`src/rtl/ser_shift_pkg.sv`:
```
package ser_shift_pkg;
  typedef enum logic [2:0] {
    SM_OFF      = 3'd0,
    SM_IN_DIV   = 3'd1,
    SM_IN_SYS   = 3'd2,
    SM_IN_EXT   = 3'd3,
    SM_OUT_LOOP = 3'd4,
    SM_OUT_DIV  = 3'd5,
    SM_OUT_SYS  = 3'd6,
    SM_OUT_EXT  = 3'd7
  } sm_mode_e;

  function automatic logic is_ext(input logic [2:0] m);
    return (m == SM_IN_EXT) || (m == SM_OUT_EXT);
  endfunction

  function automatic logic is_int(input logic [2:0] m);
    return (m != SM_OFF) && !is_ext(m);
  endfunction

  function automatic logic is_sys(input logic [2:0] m);
    return (m == SM_IN_SYS) || (m == SM_OUT_SYS);
  endfunction

  function automatic logic is_loop(input logic [2:0] m);
    return m == SM_OUT_LOOP;
  endfunction
endpackage

```
`src/rtl/sr_clk_gen.sv`:
```
module sr_clk_gen #(
  parameter int DIV_W = 8
) (
  input  logic             clk_i,
  input  logic             rst_ni,
  input  logic             start_i,
  input  logic             run_i,
  input  logic             sys_rate_i,
  input  logic [DIV_W-1:0] div_i,
  output logic             sclk_o,
  output logic             rise_o,
  output logic             fall_o
);
  localparam int PH_W = DIV_W + 1;

  logic [PH_W-1:0] ph_q, lim;
  logic            sclk_q, tick;

  // half period is lim+1 cycles
  assign lim  = sys_rate_i ? '0 : PH_W'(div_i) + PH_W'(1);
  assign tick = run_i && !start_i && (ph_q >= lim);

  always_ff @(posedge clk_i or negedge rst_ni) begin
    if (!rst_ni) begin
      ph_q   <= '0;
      sclk_q <= 1'b1;
    end else if (start_i) begin
      ph_q   <= '0;
      sclk_q <= 1'b1;
    end else if (run_i) begin
      if (tick) begin
        ph_q   <= '0;
        sclk_q <= ~sclk_q;
      end else begin
        ph_q <= ph_q + PH_W'(1);
      end
    end
  end

  assign sclk_o = sclk_q;
  assign rise_o = tick & ~sclk_q;
  assign fall_o = tick & sclk_q;


  sclk_hold_chk: assert property (@(posedge clk_i) disable iff (!rst_ni)
    (!run_i && !start_i) |=> $stable(sclk_q));
endmodule

```
`src/rtl/sr_bit_cnt.sv`:
```
module sr_bit_cnt #(
  parameter int DW = 8
) (
  input  logic clk_i,
  input  logic rst_ni,
  input  logic clr_i,
  input  logic rise_i,
  input  logic flag_en_i,
  output logic wrap_o,
  output logic done_o
);
  localparam int CNT_W = $clog2(DW);

  logic [CNT_W-1:0] cnt_q;
  logic             done_q;

  assign wrap_o = rise_i && (cnt_q == CNT_W'(DW - 1));

  always_ff @(posedge clk_i or negedge rst_ni) begin
    if (!rst_ni) begin
      cnt_q  <= '0;
      done_q <= 1'b0;
    end else if (clr_i) begin
      cnt_q  <= '0;
      done_q <= 1'b0;
    end else if (rise_i) begin
      cnt_q <= wrap_o ? '0 : cnt_q + CNT_W'(1);
      if (wrap_o && flag_en_i) done_q <= 1'b1;
    end
  end

  assign done_o = done_q;


  flag_src_chk: assert property (@(posedge clk_i) disable iff (!rst_ni)
    $rose(done_q) |-> $past(wrap_o && flag_en_i));

  clr_flag_chk: assert property (@(posedge clk_i) disable iff (!rst_ni)
    clr_i |=> !done_q);
endmodule

```
`src/rtl/sr_data.sv`:
```
module sr_data #(
  parameter int DW = 8
) (
  input  logic          clk_i,
  input  logic          rst_ni,
  input  logic          load_i,
  input  logic [DW-1:0] wdata_i,
  input  logic          in_evt_i,
  input  logic          out_evt_i,
  input  logic          recirc_i,
  input  logic          sdata_i,
  output logic [DW-1:0] sr_o,
  output logic          sdata_o
);
  logic [DW-1:0] sr_q;
  logic          sdata_q;

  always_ff @(posedge clk_i or negedge rst_ni) begin
    if (!rst_ni) begin
      sr_q    <= '0;
      sdata_q <= 1'b0;
    end else if (load_i) begin
      sr_q <= wdata_i;
    end else if (in_evt_i) begin
      sr_q <= {sr_q[DW-2:0], sdata_i};
    end else if (out_evt_i) begin
      sdata_q <= sr_q[DW-1];
      sr_q    <= {sr_q[DW-2:0], recirc_i ? sr_q[DW-1] : 1'b0};
    end
  end

  assign sr_o    = sr_q;
  assign sdata_o = sdata_q;


  sdata_hold_chk: assert property (@(posedge clk_i) disable iff (!rst_ni)
    !out_evt_i |=> $stable(sdata_q));

  shift_in_chk: assert property (@(posedge clk_i) disable iff (!rst_ni)
    (in_evt_i && !load_i) |=> (sr_q[0] == $past(sdata_i)));
endmodule

```
`src/rtl/ser_shifter.sv`:
```
module ser_shifter
  import ser_shift_pkg::*;
#(
  parameter int DW    = 8,
  parameter int DIV_W = 8
) (
  input  logic             clk_i,
  input  logic             rst_ni,
  input  logic [2:0]       mode_i,
  input  logic [DIV_W-1:0] div_i,
  input  logic             acc_i,
  input  logic             wr_i,
  input  logic [DW-1:0]    wdata_i,
  output logic [DW-1:0]    rdata_o,
  output logic             done_o,
  input  logic             sclk_i,
  output logic             sclk_o,
  output logic             sclk_oe_o,
  input  logic             sdata_i,
  output logic             sdata_o,
  output logic             sdata_oe_o
);
  logic ext_m, int_m, sys_m, loop_m, out_m;
  logic active_q, sclk_q;
  logic gen_rise, gen_fall, ext_rise, ext_fall, rise, fall, wrap;

  assign ext_m  = is_ext(mode_i);
  assign int_m  = is_int(mode_i);
  assign sys_m  = is_sys(mode_i);
  assign loop_m = is_loop(mode_i);
  assign out_m  = mode_i[2];

  // external clock edge detect, pin assumed synchronous
  always_ff @(posedge clk_i or negedge rst_ni) begin
    if (!rst_ni) sclk_q <= 1'b1;
    else         sclk_q <= sclk_i;
  end

  assign ext_rise = ext_m & sclk_i & ~sclk_q;
  assign ext_fall = ext_m & ~sclk_i & sclk_q;

  always_ff @(posedge clk_i or negedge rst_ni) begin
    if (!rst_ni)                  active_q <= 1'b0;
    else if (acc_i)               active_q <= int_m;
    else if (wrap && !loop_m)     active_q <= 1'b0;
    else if (!int_m)              active_q <= 1'b0;
  end

  sr_clk_gen #(.DIV_W(DIV_W)) u_clk_gen (
    .clk_i      (clk_i),
    .rst_ni     (rst_ni),
    .start_i    (acc_i && int_m),
    .run_i      (active_q && int_m),
    .sys_rate_i (sys_m),
    .div_i      (div_i),
    .sclk_o     (sclk_o),
    .rise_o     (gen_rise),
    .fall_o     (gen_fall)
  );

  assign rise = ext_m ? ext_rise : gen_rise;
  assign fall = ext_m ? ext_fall : gen_fall;

  sr_bit_cnt #(.DW(DW)) u_bit_cnt (
    .clk_i     (clk_i),
    .rst_ni    (rst_ni),
    .clr_i     (acc_i),
    .rise_i    (rise),
    .flag_en_i (!loop_m),
    .wrap_o    (wrap),
    .done_o    (done_o)
  );

  sr_data #(.DW(DW)) u_data (
    .clk_i     (clk_i),
    .rst_ni    (rst_ni),
    .load_i    (acc_i && wr_i),
    .wdata_i   (wdata_i),
    .in_evt_i  (rise && !out_m),
    .out_evt_i (fall && out_m),
    .recirc_i  (loop_m),
    .sdata_i   (sdata_i),
    .sr_o      (rdata_o),
    .sdata_o   (sdata_o)
  );

  assign sclk_oe_o  = int_m;
  assign sdata_oe_o = out_m;


  loop_no_flag_chk: assert property (@(posedge clk_i) disable iff (!rst_ni)
    (loop_m && !done_o && !acc_i) |=> !done_o);

  stop_hold_chk: assert property (@(posedge clk_i) disable iff (!rst_ni)
    (!active_q && !acc_i) |=> $stable(sclk_o));

  one_edge_chk: assert property (@(posedge clk_i) disable iff (!rst_ni)
    $onehot0({rise, fall}));

  off_idle_chk: assert property (@(posedge clk_i) disable iff (!rst_ni)
    (mode_i == SM_OFF && !acc_i) |=> $stable(rdata_o));
endmodule

```
`config.mk`:
```
export PLATFORM = sky130hd
export DESIGN_NAME = ser_shifter
export DESIGN_NICKNAME = d
export VERILOG_FILES = /design/src/rtl/ser_shift_pkg.sv /design/src/rtl/sr_clk_gen.sv /design/src/rtl/sr_bit_cnt.sv /design/src/rtl/sr_data.sv /design/src/rtl/ser_shifter.sv
export SDC_FILE = /design/constraint.sdc
export NUM_CORES = 1
export LEC_CHECK = 0
export CORE_MARGIN = 2
export CORE_UTILIZATION = 25
export DETAILED_ROUTE_END_ITERATION = 7
export GPL_TIMING_DRIVEN = 1
export PLACE_DENSITY = 0.51
export SLEW_MARGIN = 25
export SYNTH_ARGS = -nofsm -noshare
export SYNTH_HDL_FRONTEND = slang
export SYNTH_SLANG_ARGS = --single-unit
```
`constraint.sdc`:
```
create_clock -name clk_i -period 3.4 [get_ports clk_i]
set_clock_uncertainty 0.1 [all_clocks]
set_input_delay 0.68 -clock clk_i [delete_from_list [all_inputs] [get_ports clk_i]]
set_output_delay 0.68 -clock clk_i [all_outputs]
set_load 0.02 [all_outputs]
```
======== Word-level counts from Yosys, hierarchy flattened ========
Cells that the tools add are included.
storage, ports and cells
  register bits ........................... 25
cells by class
  equality and inequality tests ........... 7
  muxes and demuxes ....................... 22
  order comparisons ....................... 1
  reductions and logical operators ........ 25
  $add $sub $neg .......................... 3
  bitwise gates (word level) .............. 11
operators by type and width
  operator             number
  $mux 9               4
  $mux 8               3
  $eq 3x3->1 const B   4
  $mux 1               12
  $logic_and 1x1->1    10
  $add 8x1->9 const B  1
  $add 9x1->9 const B  1
  $ge 9x9->1           1
  $mux 3               3
  $reduce_bool 2->1    4
  $and 1x1->1          6
  $eq 3x2->1 const B   2
  $reduce_bool 3->1    2
  $not 1->1            5
  $logic_not 1->1      4
  $reduce_and 2->1     2
  $add 3x1->3 const B  1
  $ne 3x2->1 const B   1
  $reduce_and 3->1     1
  $logic_or 1x1->1     2

======== Depth between registers and ports, before layout ========
  word-level depth ........................ 15
  mapped depth ............................ 13
  gate-level depth less buffers ........... 12

======== Hierarchy ========
From an unflattened synthesis, not the netlist that was laid out.
unflattened totals
  cell total of the unflattened synthesis .. 201
  area, all modules ....................... 1,808.0 µm²
modules (own cells, without submodules)
  module       cells each  instances  area each (µm²)
  sr_clk_gen   115         1          955.9
  sr_data      42          1          439.2
  ser_shifter  27          1          217.7
  sr_bit_cnt   17          1          195.2

======== Least setup slack after synthesis ========
No wires, ideal clock.
  path kind ............................... input to register
  from .................................... input port div_i[0]
  to ...................................... register u_data.sr_q[0] (netlist: u_data.sr_o[0])
  data required time ...................... 3.175 ns
  setup slack ............................. 0.136 ns
  arrival ................................. 3.038 ns
  stages .................................. 12
  cell sequence ........................... ha_1 > nand3_1 > xnor2_1 > nand2_1 > ha_1 > a21o_1 > a21o_1 > a221o_2 > o21bai_4 > o221a_4 > buf_12 > mux2_4
between the ends
  word-level cells in the longest chain between the ends .. 9
  elaborated cells on any way between the ends .. 13
RTL lines
  element                 line               RTL
  start: declaration      ser_shifter.sv:10  input logic [DIV_W-1:0] div_i,
  $add 8x1->9 (*)         sr_clk_gen.sv:20   assign lim = sys_rate_i ? '0 : PH_W'(div_i) + PH_W'(1);
  $mux 9 (*)              sr_clk_gen.sv:20
  $ge 9x9->1 (*)          sr_clk_gen.sv:21   assign tick = run_i && !start_i && (ph_q >= lim);
  $logic_and 1x1->1 (*)   sr_clk_gen.sv:21
  $and 1x1->1             sr_clk_gen.sv:41   assign rise_o = tick & ~sclk_q;
  $mux 1                  ser_shifter.sv:61  assign rise = ext_m ? ext_rise : gen_rise;
  $logic_and 1x1->1       ser_shifter.sv:79  .in_evt_i (rise && !out_m),
  $mux 8                  sr_data.sv:24      end else if (in_evt_i) begin
  $mux 8                  sr_data.sv:22      end else if (load_i) begin
  end signal: assignment  sr_data.sv:23      sr_q <= wdata_i;
  end signal: assignment  sr_data.sv:25      sr_q <= {sr_q[DW-2:0], sdata_i};
  end signal: assignment  sr_data.sv:28      sr_q <= {sr_q[DW-2:0], recirc_i ? sr_q[DW-1] : 1'b0};
  end: declaration        sr_data.sv:15      logic [DW-1:0] sr_q;
Every way passes the cells marked *; elsewhere a longest branch is shown, timed or not.
A chain may end at the register's enable or synchronous reset.

======== Worst setup path after layout ========
Ends and elaborated chain as after synthesis.

==> impl_metrics.ini <==
[yosys]
yosys.area_share.simple_pct = 21.3
synthCells = 181
synth_edf_count = 0
ys_types = 45
yosysSeqAreaShare_pct = 34.5
synth_warnings = 0
synth_ff_type = dfrtp_1
synthMuxAreaShare_pct = 13.3
synth_top_area_share_pct = 31.6
yosys.area.top_type = dfrtp_1
synth_compound_gate_area_share_pct = 15.7
synth_top_family_by_area = simple AND/OR/NAND/NOR gates
synth.avg_cell_area_sq_um = 10.1
synth-seq-cells = 25
syn_area_sq_um = 1820
synthAdderAreaFrac_pct = 8.94
synthTopCellsByArea = dfrtp_1, ha_1, mux2_4
async_reset_ff_share_pct = 100
synth_nets = 219
synth_xor_area_share_pct = 2.89

[place]
place_area_sq_um = 2450
portBuffers = 37
dp.cells = 335
gp_congestion = 0.730
place_hpwl_mm = 3.21
post-place-ws_ns = -0.382

[drt]
ant_nets = 0
wl_met1_mm = 2.13
route.top_layer_used = met4
routed-wl-met3_microns = 137
routed_wl_mm = 4.20
wl_per_cell_microns = 12.3
drt_iter0_markers = 39
first_pass_iters = 6
vias_per_cell = 4.54
drc = 0
vias = 1553
routed-wl-met2_mm = 1.92

[floorplanning]
pin_count = 38
start_util_pct = 25.5
die_h_microns = 89.3
core_sq_um = 7140
rows = 31
die_area_sq_um = 7980
die_w_microns = 89.3

[setup_path]
worst_ep_required_time_ns = 3.46
worstSetupPathType = in -> reg
crit_buf_inv = 1
crit_path_end_kind = flip-flop
cpMostUsedCell = a21o_1
crit_path_top_delay_cell = a221o_2
worst_path_largest_cell_delay_ns = 0.39
setup.worst_path.start = div_i[0]
cp_top_family = compound AO/OA/AOI/OAI gates
crit_fanout = 8
path_cells = dlygate4sd2_1 > ha_2 > nand3_1 > xnor2_1 > nand2_1 > ha_1 > a21o_1 > a21o_1 > a221o_2 > o21bai_4 > o221a_4 > mux2_4
r2r_start = u_clk_gen.ph_q[6]
worstPathArrival_ns = 3.30
cp-start-kind = input pin

[grt]
track_usage_pct = 11.3
grt_max_degree = 26
grt_pass1_vias = 1566
grt_pass1_wl_mm = 7.15
overflow = 0
antenna_found_initial = 0

[clock_tree]
path_clk_slew_ns = 0.10
cts.sinks = 25
clk_latency_ns = 0.27
clock_path_buffers = 2
cts_root_buffer = clkbuf_8
htree_levels = 1
cts_tree = built
numCtsBuffers = 3

[pwr]
cellPowerDensity_nw_per_um2 = 367
p_leak_uw = 0.00116
peakVddDrop_uv = 216

[sta]
layout_min_cycle_time_ns = 3.24
setup_viol = 0
hold_ws_ns = 0.406
final_hold_viol_count = 0
worst_pin_slew_ns = 0.696
finalWorstSetupSlack_ns = 0.159
drv_slew = 0
timing.fmax_ghz = 0.309
slew_headroom_pct = 53.1
finalCritPeriodShare_pct = 95.3

[finish]
drive_above_1_share_pct = 26.7
final_cells = 342
fillers = 768
synthToLayoutAreaGrowth_pct = 38.9
fin_area_sq_um = 2530
fin_util_pct = 35.4
final_cell_mix = clkdlybuf4s50_1, buf_4, nand2_1, dfrtp_1, ha_1
nets = 282
final_common_cell = clkdlybuf4s50_1
antenna_cells = 0

[run]
maxCapViolCount = 0

[min_path]
hp-class = reg -> reg
hold_start = u_bit_cnt.done_o

[outcome]
status = finished clean
-- worst reg2reg max path: stages (launching register included) --
cell	delay [ns]
dfrtp_1	0.47
ha_1	0.32
a21o_1	0.18
a21o_1	0.17
a221o_2	0.39
o21bai_4	0.17
o221a_4	0.31
mux2_4	0.32
-- worst paths after layout --
| path | end | slack, ns | cells after the start |
|---|---|---|---|
| max | u_data.sr_o[0] | 0.16 | 12 |
| min | u_bit_cnt.done_o | 0.41 | 2 |
| max reg2reg | u_data.sr_o[0] | 0.87 | 7 |
| min reg2reg | u_bit_cnt.done_o | 0.41 | 2 |
| max in group asynchronous | u_clk_gen.sclk_o | 2.23 | 2 |
| min in group asynchronous | u_bit_cnt.done_o | 0.67 | 2 |
-- synth_stat cells, drive strengths merged, types with 2 or more instances --
| cell | count |
|---|---|
| nor2 | 10 |
| o21ai | 10 |
| and2b | 2 |
| a21o | 2 |
| buf | 4 |
| o21a | 2 |
| mux2 | 17 |
| nor3 | 3 |
| and3 | 6 |
| nand2b | 7 |
| nor4 | 4 |
| a31oi | 3 |
| clkbuf | 3 |
| xor2 | 3 |
| nand2 | 23 |
| nand4 | 2 |
| mux2i | 2 |
| inv | 2 |
| xnor2 | 3 |
| a41oi | 2 |
| a221o | 2 |
| dfstp | 2 |
| ha | 13 |
| dfrtp | 23 |
| a21oi | 6 |
| nand3 | 9 |
| nor2b | 3 |
| nand3b | 2 |
-- kinds of logic (layout without fill, tap and decap cells) --
kind of cell,Yosys count,after routing
compound gates,36,36
xor+xnor,6,6
fa+ha+maj,13,13
buf+inv,9,71
flops,25,25
mux,19,19
simple gates,73,73
-- report_power, final --
part	switching [uW]	total (uW)	internal, uW
Sequential	37.7	380	342
Clock	98.9	183	83.8
Combinational	152	365	212
Total	289	927	638
-- sequential cells by signal, indices dropped and copies added (netlist names) --
register	count
u_bit_cnt.cnt_q	3
u_data.sr_o	8
u_bit_cnt.done_o	1
u_data.sdata_o	1
active_q	1
u_clk_gen.ph_q	9
u_clk_gen.sclk_o	1
sclk_q	1
-- final cells by class --
class | instances | area [sq um] | area share, %
timing repair buffer | 65 | 571 | 22.6
sequential | 25 | 628 | 24.9
clock buffer | 4 | 45.0 | 1.78
multi-input combinational | 147 | 1150 | 45.6
tap | 99 | 124 | 4.90
inverter | 2 | 7.51 | 0.297
-- per-stage QoR --
stage,power [uW],TNS [ns]
floorplan,589,0
global placement,752,-6.65
detailed placement,752,-6.84
CTS,934,0
global route,985,-0.00193
finish,927,0
-- what timing repair did --
item / in CTS / in global routing
gates cloned: 0 / 1
setup buffers: 2 / 0
pin swaps: 5 / 1
resized for setup: 9 / 3
hold buffers: 0 / 0
setup endpoints to repair: 16 / 19
-- routing by layer --
layer,track usage [%],vias up
li1,-,787
met1,15.6,739
met2,18.9,25
met3,1.29,2
met4,2.85,0
met5,0,-
Power figures use the tool's default switching activity.
